[src/rtl/tcr_pkg.sv]
package tcr_pkg;
  typedef enum logic [1:0] {
    RSP_NONE  = 2'd0,
    RSP_ACK   = 2'd1,
    RSP_NACK  = 2'd2,
    RSP_CLEAN = 2'd3
  } rsp_e;

  localparam logic [1:0] KIND_GETS = 2'd0;

  // A earlier than B: lower stamp, then lower core number
  function automatic logic ts_before(input logic [31:0] a_ts, input logic [31:0] a_id,
                                     input logic [31:0] b_ts, input logic [31:0] b_id);
    return (a_ts < b_ts) || ((a_ts == b_ts) && (a_id < b_id));
  endfunction

  // doubling backoff window with saturation at cap (power of two)
  function automatic logic [31:0] win_next(input logic [31:0] w, input logic [31:0] cap);
    return (w >= (cap >> 1)) ? cap : (w << 1);
  endfunction

  function automatic rsp_e decide(input logic [1:0] kind, input logic hit,
                                  input logic rd, input logic wr, input logic ovf);
    logic clash;
    if (hit) begin
      clash = (kind == KIND_GETS) ? wr : (rd | wr);
      return clash ? RSP_NACK : RSP_ACK;
    end
    return ovf ? RSP_NACK : RSP_CLEAN;
  endfunction
endpackage

[src/rtl/tcr_txstate.sv]
module tcr_txstate #(
  parameter int TS_W    = 12,
  parameter int DEPTH_W = 4
) (
  input  logic            clk,
  input  logic            rst_n,
  input  logic            begin_i,
  input  logic            commit_i,
  input  logic            abort_done_i,
  input  logic            evict_i,
  input  logic            evict_marked_i,
  input  logic            pc_set_i,
  output logic            in_tx_o,
  output logic [TS_W-1:0] stamp_o,
  output logic            ovf_o,
  output logic            pc_o
);
  localparam logic [DEPTH_W-1:0] DEPTH_MAX = {DEPTH_W{1'b1}};
  localparam logic [DEPTH_W-1:0] DEPTH_ONE = DEPTH_W'(1);

  logic [DEPTH_W-1:0] depth;
  logic [TS_W-1:0]    ctr;
  logic               keep_stamp;
  logic               outer_commit;
  logic               fresh_begin;

  assign outer_commit = commit_i && !abort_done_i && (depth == DEPTH_ONE);
  assign fresh_begin  = begin_i && !commit_i && !abort_done_i && (depth == '0);
  assign in_tx_o      = (depth != '0);

  always_ff @(posedge clk) begin
    if (!rst_n) begin
      depth      <= '0;
      ctr        <= '0;
      stamp_o    <= '0;
      keep_stamp <= 1'b0;
      ovf_o      <= 1'b0;
      pc_o       <= 1'b0;
    end else if (abort_done_i) begin
      depth      <= '0;
      keep_stamp <= 1'b1;
      ovf_o      <= 1'b0;
      pc_o       <= 1'b0;
    end else begin
      if (evict_i && evict_marked_i && in_tx_o) ovf_o <= 1'b1;
      if (pc_set_i && in_tx_o) pc_o <= 1'b1;
      if (commit_i) begin
        if (depth != '0) depth <= depth - DEPTH_ONE;
        if (outer_commit) begin
          keep_stamp <= 1'b0;
          ovf_o      <= 1'b0;
          pc_o       <= 1'b0;
        end
      end else if (begin_i && depth != DEPTH_MAX) begin
        depth <= depth + DEPTH_ONE;
        if (fresh_begin && !keep_stamp) begin
          stamp_o <= ctr;
          ctr     <= ctr + TS_W'(1);
        end
      end
    end
  end

  // the stamp holds while a transaction is open
  a_r7_stamp_hold: assert property (@(posedge clk) disable iff (!rst_n)
    in_tx_o |=> $stable(stamp_o));
  // possible-cycle flag cleared after outermost commit
  a_r9_pc_commit: assert property (@(posedge clk) disable iff (!rst_n)
    outer_commit |=> !pc_o);
  // overflow and transaction state cleared after abort completion
  a_r5_ovf_abort: assert property (@(posedge clk) disable iff (!rst_n)
    abort_done_i |=> (!ovf_o && !in_tx_o && !pc_o));
  // an inner commit keeps the core in its transaction
  a_r6_inner_commit: assert property (@(posedge clk) disable iff (!rst_n)
    (commit_i && !abort_done_i && depth > DEPTH_ONE) |=> in_tx_o);
endmodule

[src/rtl/tcr_responder.sv]
module tcr_responder
  import tcr_pkg::*;
#(
  parameter int TS_W    = 12,
  parameter int ID_W    = 3,
  parameter int CORE_ID = 0
) (
  input  logic            clk,
  input  logic            rst_n,
  input  logic            fwd_valid_i,
  input  logic [1:0]      fwd_kind_i,
  input  logic            fwd_hit_i,
  input  logic            fwd_rd_i,
  input  logic            fwd_wr_i,
  input  logic            fwd_req_tx_i,
  input  logic [TS_W-1:0] fwd_ts_i,
  input  logic [ID_W-1:0] fwd_id_i,
  input  logic            in_tx_i,
  input  logic [TS_W-1:0] stamp_i,
  input  logic            ovf_i,
  output logic            rsp_valid_o,
  output logic [1:0]      rsp_code_o,
  output logic            pc_set_o
);
  rsp_e dec;
  rsp_e rsp_q;
  logic nack_now;
  logic req_earlier;

  assign dec         = decide(fwd_kind_i, fwd_hit_i, fwd_rd_i, fwd_wr_i, ovf_i);
  assign nack_now    = fwd_valid_i && (dec == RSP_NACK);
  assign req_earlier = ts_before(32'(fwd_ts_i), 32'(fwd_id_i), 32'(stamp_i), 32'(CORE_ID));
  assign pc_set_o    = nack_now && fwd_req_tx_i && in_tx_i && req_earlier;

  always_ff @(posedge clk) begin
    if (!rst_n) begin
      rsp_valid_o <= 1'b0;
      rsp_q       <= RSP_NONE;
    end else begin
      rsp_valid_o <= fwd_valid_i;
      rsp_q       <= fwd_valid_i ? dec : RSP_NONE;
    end
  end
  assign rsp_code_o = rsp_q;

  // shared request to a written line is refused
  a_r1_gets_write: assert property (@(posedge clk) disable iff (!rst_n)
    (fwd_valid_i && fwd_hit_i && fwd_kind_i == KIND_GETS && fwd_wr_i) |=> rsp_code_o == RSP_NACK);
  // exclusive or invalidate to a read line is refused
  a_r2_excl_read: assert property (@(posedge clk) disable iff (!rst_n)
    (fwd_valid_i && fwd_hit_i && fwd_kind_i != KIND_GETS && fwd_rd_i) |=> rsp_code_o == RSP_NACK);
  // absent line with overflow is refused
  a_r3_absent_ovf: assert property (@(posedge clk) disable iff (!rst_n)
    (fwd_valid_i && !fwd_hit_i && ovf_i) |=> rsp_code_o == RSP_NACK);
  // absent line without overflow gets clean-up
  a_r4_absent_clean: assert property (@(posedge clk) disable iff (!rst_n)
    (fwd_valid_i && !fwd_hit_i && !ovf_i) |=> rsp_code_o == RSP_CLEAN);
  // no response without a request
  a_r12_idle: assert property (@(posedge clk) disable iff (!rst_n)
    !fwd_valid_i |=> !rsp_valid_o);
endmodule

[src/rtl/tcr_requester.sv]
module tcr_requester
  import tcr_pkg::*;
#(
  parameter int TS_W    = 12,
  parameter int ID_W    = 3,
  parameter int CORE_ID = 0,
  parameter int BO_MIN  = 16,
  parameter int BO_MAX  = 1024
) (
  input  logic            clk,
  input  logic            rst_n,
  input  logic            nack_i,
  input  logic [TS_W-1:0] nack_ts_i,
  input  logic [ID_W-1:0] nack_id_i,
  input  logic            done_i,
  input  logic            abort_done_i,
  input  logic            in_tx_i,
  input  logic [TS_W-1:0] stamp_i,
  input  logic            pc_i,
  output logic            retry_o,
  output logic            trap_o
);
  localparam int CNT_W = $clog2(BO_MAX + 1);
  localparam logic [CNT_W-1:0] WIN_MIN = CNT_W'(BO_MIN);
  localparam logic [CNT_W-1:0] WIN_MAX = CNT_W'(BO_MAX);

  typedef enum logic [1:0] {RQ_IDLE, RQ_WAIT, RQ_TRAP} rq_e;
  rq_e             st;
  logic [CNT_W-1:0] win;
  logic [CNT_W-1:0] cnt;
  logic            nacker_first;
  logic            take_trap;
  logic            take_wait;

  assign nacker_first = ts_before(32'(nack_ts_i), 32'(nack_id_i), 32'(stamp_i), 32'(CORE_ID));
  assign take_trap    = nack_i && (st == RQ_IDLE) && in_tx_i && pc_i && nacker_first;
  assign take_wait    = nack_i && (st == RQ_IDLE) && !take_trap;

  always_ff @(posedge clk) begin
    if (!rst_n) begin
      st      <= RQ_IDLE;
      win     <= WIN_MIN;
      cnt     <= '0;
      retry_o <= 1'b0;
      trap_o  <= 1'b0;
    end else begin
      retry_o <= 1'b0;
      trap_o  <= 1'b0;
      case (st)
        RQ_IDLE: begin
          if (take_trap) begin
            trap_o <= 1'b1;
            st     <= RQ_TRAP;
          end else if (take_wait) begin
            cnt <= win - CNT_W'(1);
            win <= CNT_W'(win_next(32'(win), 32'(BO_MAX)));
            st  <= RQ_WAIT;
          end
        end
        RQ_WAIT: begin
          if (cnt == '0) begin
            retry_o <= 1'b1;
            st      <= RQ_IDLE;
          end else begin
            cnt <= cnt - CNT_W'(1);
          end
        end
        default: if (abort_done_i) st <= RQ_IDLE;
      endcase
      if (done_i) win <= WIN_MIN;
    end
  end

  // retry and trap are exclusive
  a_r10_exclusive: assert property (@(posedge clk) disable iff (!rst_n)
    !(retry_o && trap_o));
  // a trap needs the possible-cycle flag and an open transaction
  a_r10_trap_cond: assert property (@(posedge clk) disable iff (!rst_n)
    trap_o |-> ($past(pc_i) && $past(in_tx_i) && $past(nack_i)));
  // window stays within bounds
  a_r11_win_bounds: assert property (@(posedge clk) disable iff (!rst_n)
    (win >= WIN_MIN) && (win <= WIN_MAX));
  // retry only leaves the waiting state
  a_r11_retry_src: assert property (@(posedge clk) disable iff (!rst_n)
    retry_o |-> $past(st == RQ_WAIT));
endmodule

[src/rtl/tx_conflict_unit.sv]
module tx_conflict_unit #(
  parameter int TS_W    = 12,
  parameter int ID_W    = 3,
  parameter int CORE_ID = 0,
  parameter int DEPTH_W = 4,
  parameter int BO_MIN  = 16,
  parameter int BO_MAX  = 1024
) (
  input  logic            clk,
  input  logic            rst_n,
  input  logic            tx_begin,
  input  logic            tx_commit,
  input  logic            abort_done,
  input  logic            evict_valid,
  input  logic            evict_marked,
  input  logic            fwd_valid,
  input  logic [1:0]      fwd_kind,
  input  logic            fwd_hit,
  input  logic            fwd_rd,
  input  logic            fwd_wr,
  input  logic            fwd_req_tx,
  input  logic [TS_W-1:0] fwd_ts,
  input  logic [ID_W-1:0] fwd_id,
  output logic            rsp_valid,
  output logic [1:0]      rsp_code,
  input  logic            own_nack,
  input  logic [TS_W-1:0] own_nack_ts,
  input  logic [ID_W-1:0] own_nack_id,
  input  logic            own_done,
  output logic            retry,
  output logic            abort_trap,
  output logic            in_tx,
  output logic [TS_W-1:0] tx_stamp,
  output logic            overflow,
  output logic            possible_cycle
);
  logic pc_set;

  tcr_txstate #(.TS_W(TS_W), .DEPTH_W(DEPTH_W)) u_state (
    .clk(clk), .rst_n(rst_n),
    .begin_i(tx_begin), .commit_i(tx_commit), .abort_done_i(abort_done),
    .evict_i(evict_valid), .evict_marked_i(evict_marked), .pc_set_i(pc_set),
    .in_tx_o(in_tx), .stamp_o(tx_stamp), .ovf_o(overflow), .pc_o(possible_cycle)
  );

  tcr_responder #(.TS_W(TS_W), .ID_W(ID_W), .CORE_ID(CORE_ID)) u_resp (
    .clk(clk), .rst_n(rst_n),
    .fwd_valid_i(fwd_valid), .fwd_kind_i(fwd_kind), .fwd_hit_i(fwd_hit),
    .fwd_rd_i(fwd_rd), .fwd_wr_i(fwd_wr), .fwd_req_tx_i(fwd_req_tx),
    .fwd_ts_i(fwd_ts), .fwd_id_i(fwd_id),
    .in_tx_i(in_tx), .stamp_i(tx_stamp), .ovf_i(overflow),
    .rsp_valid_o(rsp_valid), .rsp_code_o(rsp_code), .pc_set_o(pc_set)
  );

  tcr_requester #(.TS_W(TS_W), .ID_W(ID_W), .CORE_ID(CORE_ID),
                  .BO_MIN(BO_MIN), .BO_MAX(BO_MAX)) u_req (
    .clk(clk), .rst_n(rst_n),
    .nack_i(own_nack), .nack_ts_i(own_nack_ts), .nack_id_i(own_nack_id),
    .done_i(own_done), .abort_done_i(abort_done),
    .in_tx_i(in_tx), .stamp_i(tx_stamp), .pc_i(possible_cycle),
    .retry_o(retry), .trap_o(abort_trap)
  );

  // the possible-cycle flag only rises together with a refusal being sent
  a_r8_pc_rise: assert property (@(posedge clk) disable iff (!rst_n)
    $rose(possible_cycle) |-> (rsp_valid && rsp_code == 2'd2));
endmodule

[config.mk]
export PLATFORM = sky130hd
export DESIGN_NAME = tx_conflict_unit
export DESIGN_NICKNAME = d
export VERILOG_FILES = /design/src/rtl/tcr_pkg.sv /design/src/rtl/tcr_txstate.sv /design/src/rtl/tcr_responder.sv /design/src/rtl/tcr_requester.sv /design/src/rtl/tx_conflict_unit.sv
export SDC_FILE = /design/constraint.sdc
export NUM_CORES = 1
export LEC_CHECK = 0
export ABC_AREA = 1
export BUFFER_PORTS_ARGS = -buffer_cell sky130_fd_sc_hd__buf_2
export CORE_UTILIZATION = 25
export CTS_BUF_LIST = sky130_fd_sc_hd__clkbuf_8
export CTS_CLUSTER_DIAMETER = 50
export CTS_CLUSTER_SIZE = 25
export DETAILED_ROUTE_END_ITERATION = 8
export PLACE_DENSITY = 0.46
export SETUP_SLACK_MARGIN = 0.15
export SYNTH_ARGS = -nofsm -noshare
export SYNTH_HDL_FRONTEND = slang
export SYNTH_SLANG_ARGS = --single-unit
[constraint.sdc]
create_clock -name clk -period 2.15 [get_ports clk]
set_input_delay 0.215 -clock clk [delete_from_list [all_inputs] [get_ports clk]]
set_output_delay 0.215 -clock clk [all_outputs]
set_load 0.1 [all_outputs]
==> reports/metrics.cfg <==
[timing]
fin_crit_ns=1.84
tightest_slew_ns=0.559
max_freq_mhz=544
slew-limit-headroom=0.626
tns_ns=0
final_max_slew_viol_count=0
rsz0062_at_grt=yes
fin_crit_sh=0.855
fin_hold_ws_ns=0.108
setup_viol_count_final=0
fin_skew_ns=0.0132
hold_violations=0

[setup_path]
r2r_slack_ns=0.31
r2r_cells=13
slowest_delay_ns=0.36
crit_path_end_kind=flop
worst_setup_path_start_kind=flop
crit_required_ns=2.36
arrival_ns=2.05
crit_chain=inv_1 > ha_1 > nand2_1 > a21oi_1 > nor2_1 > nand2_1 > nor2_2 > nand2_4 > nand2_4 > buf_6 > clkinvlp_4 > nand3_2 > a21oi_1
cp_slowest_cell=dfxtp_4
worstSetupPathType=reg -> reg
r2r-start=u_state.stamp_o[10]$_SDFFE_PN0P_
timing.rr.end=u_req.win[7]$_SDFFE_PP0P_
crit_fanout=6

[synth]
ys_warn_count=0
syn_area_sq_um=3300
yosysTopAreaCell=dfxtp_1
synth_area_leaders=dfxtp_1, ha_1, nand2_1, inv_1, a21oi_1
synth_flop_cell=dfxtp_1
synth_edf_count=0
seq_area_frac_synth=0.340
synth-compound-area-share=0.134
ys_async_sr_fraction=0
synth_cell_types=33
ys_top_cells_by_count=nand2_1, inv_1, dfxtp_1, a21oi_1, nor2_1
synth-simple-area-share=0.301
netlist.area_leader.share=0.340
synth_top_family_by_area=simple AND/OR/NAND/NOR gates
synthXorXnorAreaFrac=0.0186
synth_seq_cells=56
synthMostInstantiatedCell=nand2_1
synth_cells=474
yosys.area_share.adder=0.102
synthMuxAreaShare=0
syn_area_per_cell_sq_um=6.96
synth_nets=547

[clocking]
clkTransAtPathRegs_ns=0.11
cts_root_buf=clkbuf_8
cts_hold_buf=0
cts_sinks=56
clock_latency_ns=0.32
cts_buffer_depth=2
htreeDepth=2
cts_tree=built
cts_buffers=5

[routing]
vias=3135
firstDrtPassIters=4
drtIter0Drc=139
wl_um=8020
antenna_left=0
drc=0
post_drt_wl_per_cell_um=11.1
viasPerCell=4.35

[cells_and_area]
antenna_cells=0
area.growth.synth_to_final_pct=25.0
nFillCells=1413
nNetsFinal=621
layout-drive-gt1-share=0.244

[global_route]
grt_max_degree=31
gr-usage-all-layers=0.122
antenna_found_initial=0
grt_pass1_vias=2797
grt_pass1_wl_um=13100
grt_overflow=0

[min_path]
hp-class=in -> reg
min_from=fwd_hit
holdPathEnd=u_resp.rsp_code_o[1]$_SDFF_PN0_
min_delay_path_depth=2

[die]
dieWidth_um=117
rows=41
coreArea_sq_um=12700
start_util=0.259
io-pin-count=66
die_area_sq_um=13700
die_h_um=117

[power]
leakage_nw=1.86
vdd_drop_max_mv=0.341
power_density_nw_per_um2=608

[placement]
numPortBuffers=59
dp_hpwl_um=6400
gp_congestion=0.805

[status]
status=complete, no violations

[run]
maxCapViolations=0

==> what timing repair did <==
action,in CTS,in global routing
setup endpoints to repair,15,22
resized for setup,2,20
pin swaps,1,2
buffers inserted,1,5
==> area by class of cell <==
cell class / instances / area (sq um) / share of cell area
well taps: 172 / 215 / 0.0522
clock inverters: 3 / 38.8 / 0.00940
repair buffers: 77 / 450 / 0.109
multi-input cells: 331 / 1900 / 0.460
inverters: 77 / 293 / 0.0710
flip-flops and latches: 56 / 1160 / 0.281
clock buffers: 5 / 68.8 / 0.0167
==> power breakdown <==
part / internal (W) / total [W] / switching (W)
sequential: 0.00109 / 0.00113 / 0.0000447
clock: 0.000342 / 0.000693 / 0.000351
combinational: 0.000240 / 0.000682 / 0.000442
==> logic make-up (layout without fill, tap and decap cells) <==
| logic type | count (synthesis) | count (layout) |
|---|---|---|
| AO/OA/AOI/OAI | 84 | 84 |
| XOR/XNOR | 7 | 7 |
| adder cells (fa/ha/maj) | 27 | 27 |
| buffers and inverters | 87 | 162 |
| flip-flops | 56 | 56 |
| AND/OR/NAND/NOR | 213 | 213 |
==> worst max path at each step <==
stage / from / endpoint / slack, ns / depth (start not counted)
after floorplan: u_state.stamp_o[0]$_SDFFE_PN0P_ / u_req.cnt[1]$_SDFFE_PN0P_ / 0.15 / 12
after global placement: u_state.depth[0]$_SDFFE_PP0P_ / u_req.cnt[2]$_SDFFE_PN0P_ / -0.02 / 13
after detailed placement: u_state.depth[0]$_SDFFE_PP0P_ / u_req.cnt[6]$_SDFFE_PN0P_ / -0.02 / 13
after CTS: u_state.depth[0]$_SDFFE_PP0P_ / u_req.cnt[5]$_SDFFE_PN0P_ / 0.15 / 13
after global routing: u_state.depth[1]$_SDFFE_PP0P_ / u_state.ctr[10]$_SDFFE_PN0P_ / 0.13 / 10
final: u_state.stamp_o[10]$_SDFFE_PN0P_ / u_req.win[7]$_SDFFE_PP0P_ / 0.31 / 13
==> cells in the final DEF, fill, tap and decap left out, types with 2 or more instances in the layout <==
| cell type | count |
|---|---|
| a31oi_1 | 3 |
| nand4_1 | 9 |
| buf_2 | 59 |
| ha_1 | 25 |
| dfxtp_1 | 41 |
| nand2_4 | 4 |
| nor2_2 | 6 |
| nand3_1 | 23 |
| buf_4 | 15 |
| a21oi_1 | 47 |
| nand2_2 | 6 |
| buf_6 | 2 |
| o21ai_1 | 2 |
| a211oi_1 | 3 |
| nor3b_1 | 3 |
| nand2_1 | 85 |
| inv_2 | 4 |
| xor2_1 | 4 |
| o21ai_0 | 25 |
| nand3_2 | 7 |
| nor2_1 | 43 |
| o31ai_1 | 2 |
| nor2_4 | 3 |
| clkbuf_8 | 5 |
| nor4_1 | 2 |
| nor3_1 | 14 |
| nand3b_1 | 6 |
| dfxtp_2 | 7 |
| dfxtp_4 | 8 |
| xnor2_1 | 3 |
| inv_1 | 72 |
==> critical path, delay by kind of cell, from the launching register on <==
kind	cells	cell delay [ns]
adder cells (fa/ha/maj)	1	0.29
AND/OR/NAND/NOR	7	0.65
AO/OA/AOI/OAI	2	0.10
flip-flops	1	0.36
buffers and inverters	3	0.35
==> state kept, by name, summed over array words and instances, names as in the netlist <==
name,cells
u_state.ctr,12
u_state.stamp_o,12
u_req.cnt,11
u_req.win,7
u_state.depth,4
u_req.st,2
u_resp.rsp_code_o,2
u_req.retry_o,1
u_req.trap_o,1
u_resp.rsp_valid_o,1
u_state.keep_stamp,1
u_state.ovf_o,1
u_state.pc_o,1
==> per-stage QoR <==
stage | power, W | worst slack (ns) | cell area (sq um) | instances | utilization
CTS | 0.00253 | 0.154 | 4010 | 716 | 0.316
detailed placement | 0.00182 | -0.0192 | 3890 | 707 | 0.306
finish | 0.00251 | 0.313 | 4130 | 721 | 0.324
global route | 0.00266 | 0.132 | 4130 | 721 | 0.324
floorplan | 0.00165 | 0.154 | 3340 | 474 | -
global placement | 0.00181 | -0.0197 | 3890 | 707 | 0.306
==> layer usage <==
metal / vias to the layer above / global-route usage / share of wire
li1: 1693 / - / -
met1: 1372 / 0.171 / 0.52
met3: 6 / 0.0206 / 0.052
met4: 0 / 0.0405 / 0.014
met2: 64 / 0.187 / 0.42
met5: - / 0 / 0
Power figures use the tool's default switching activity.
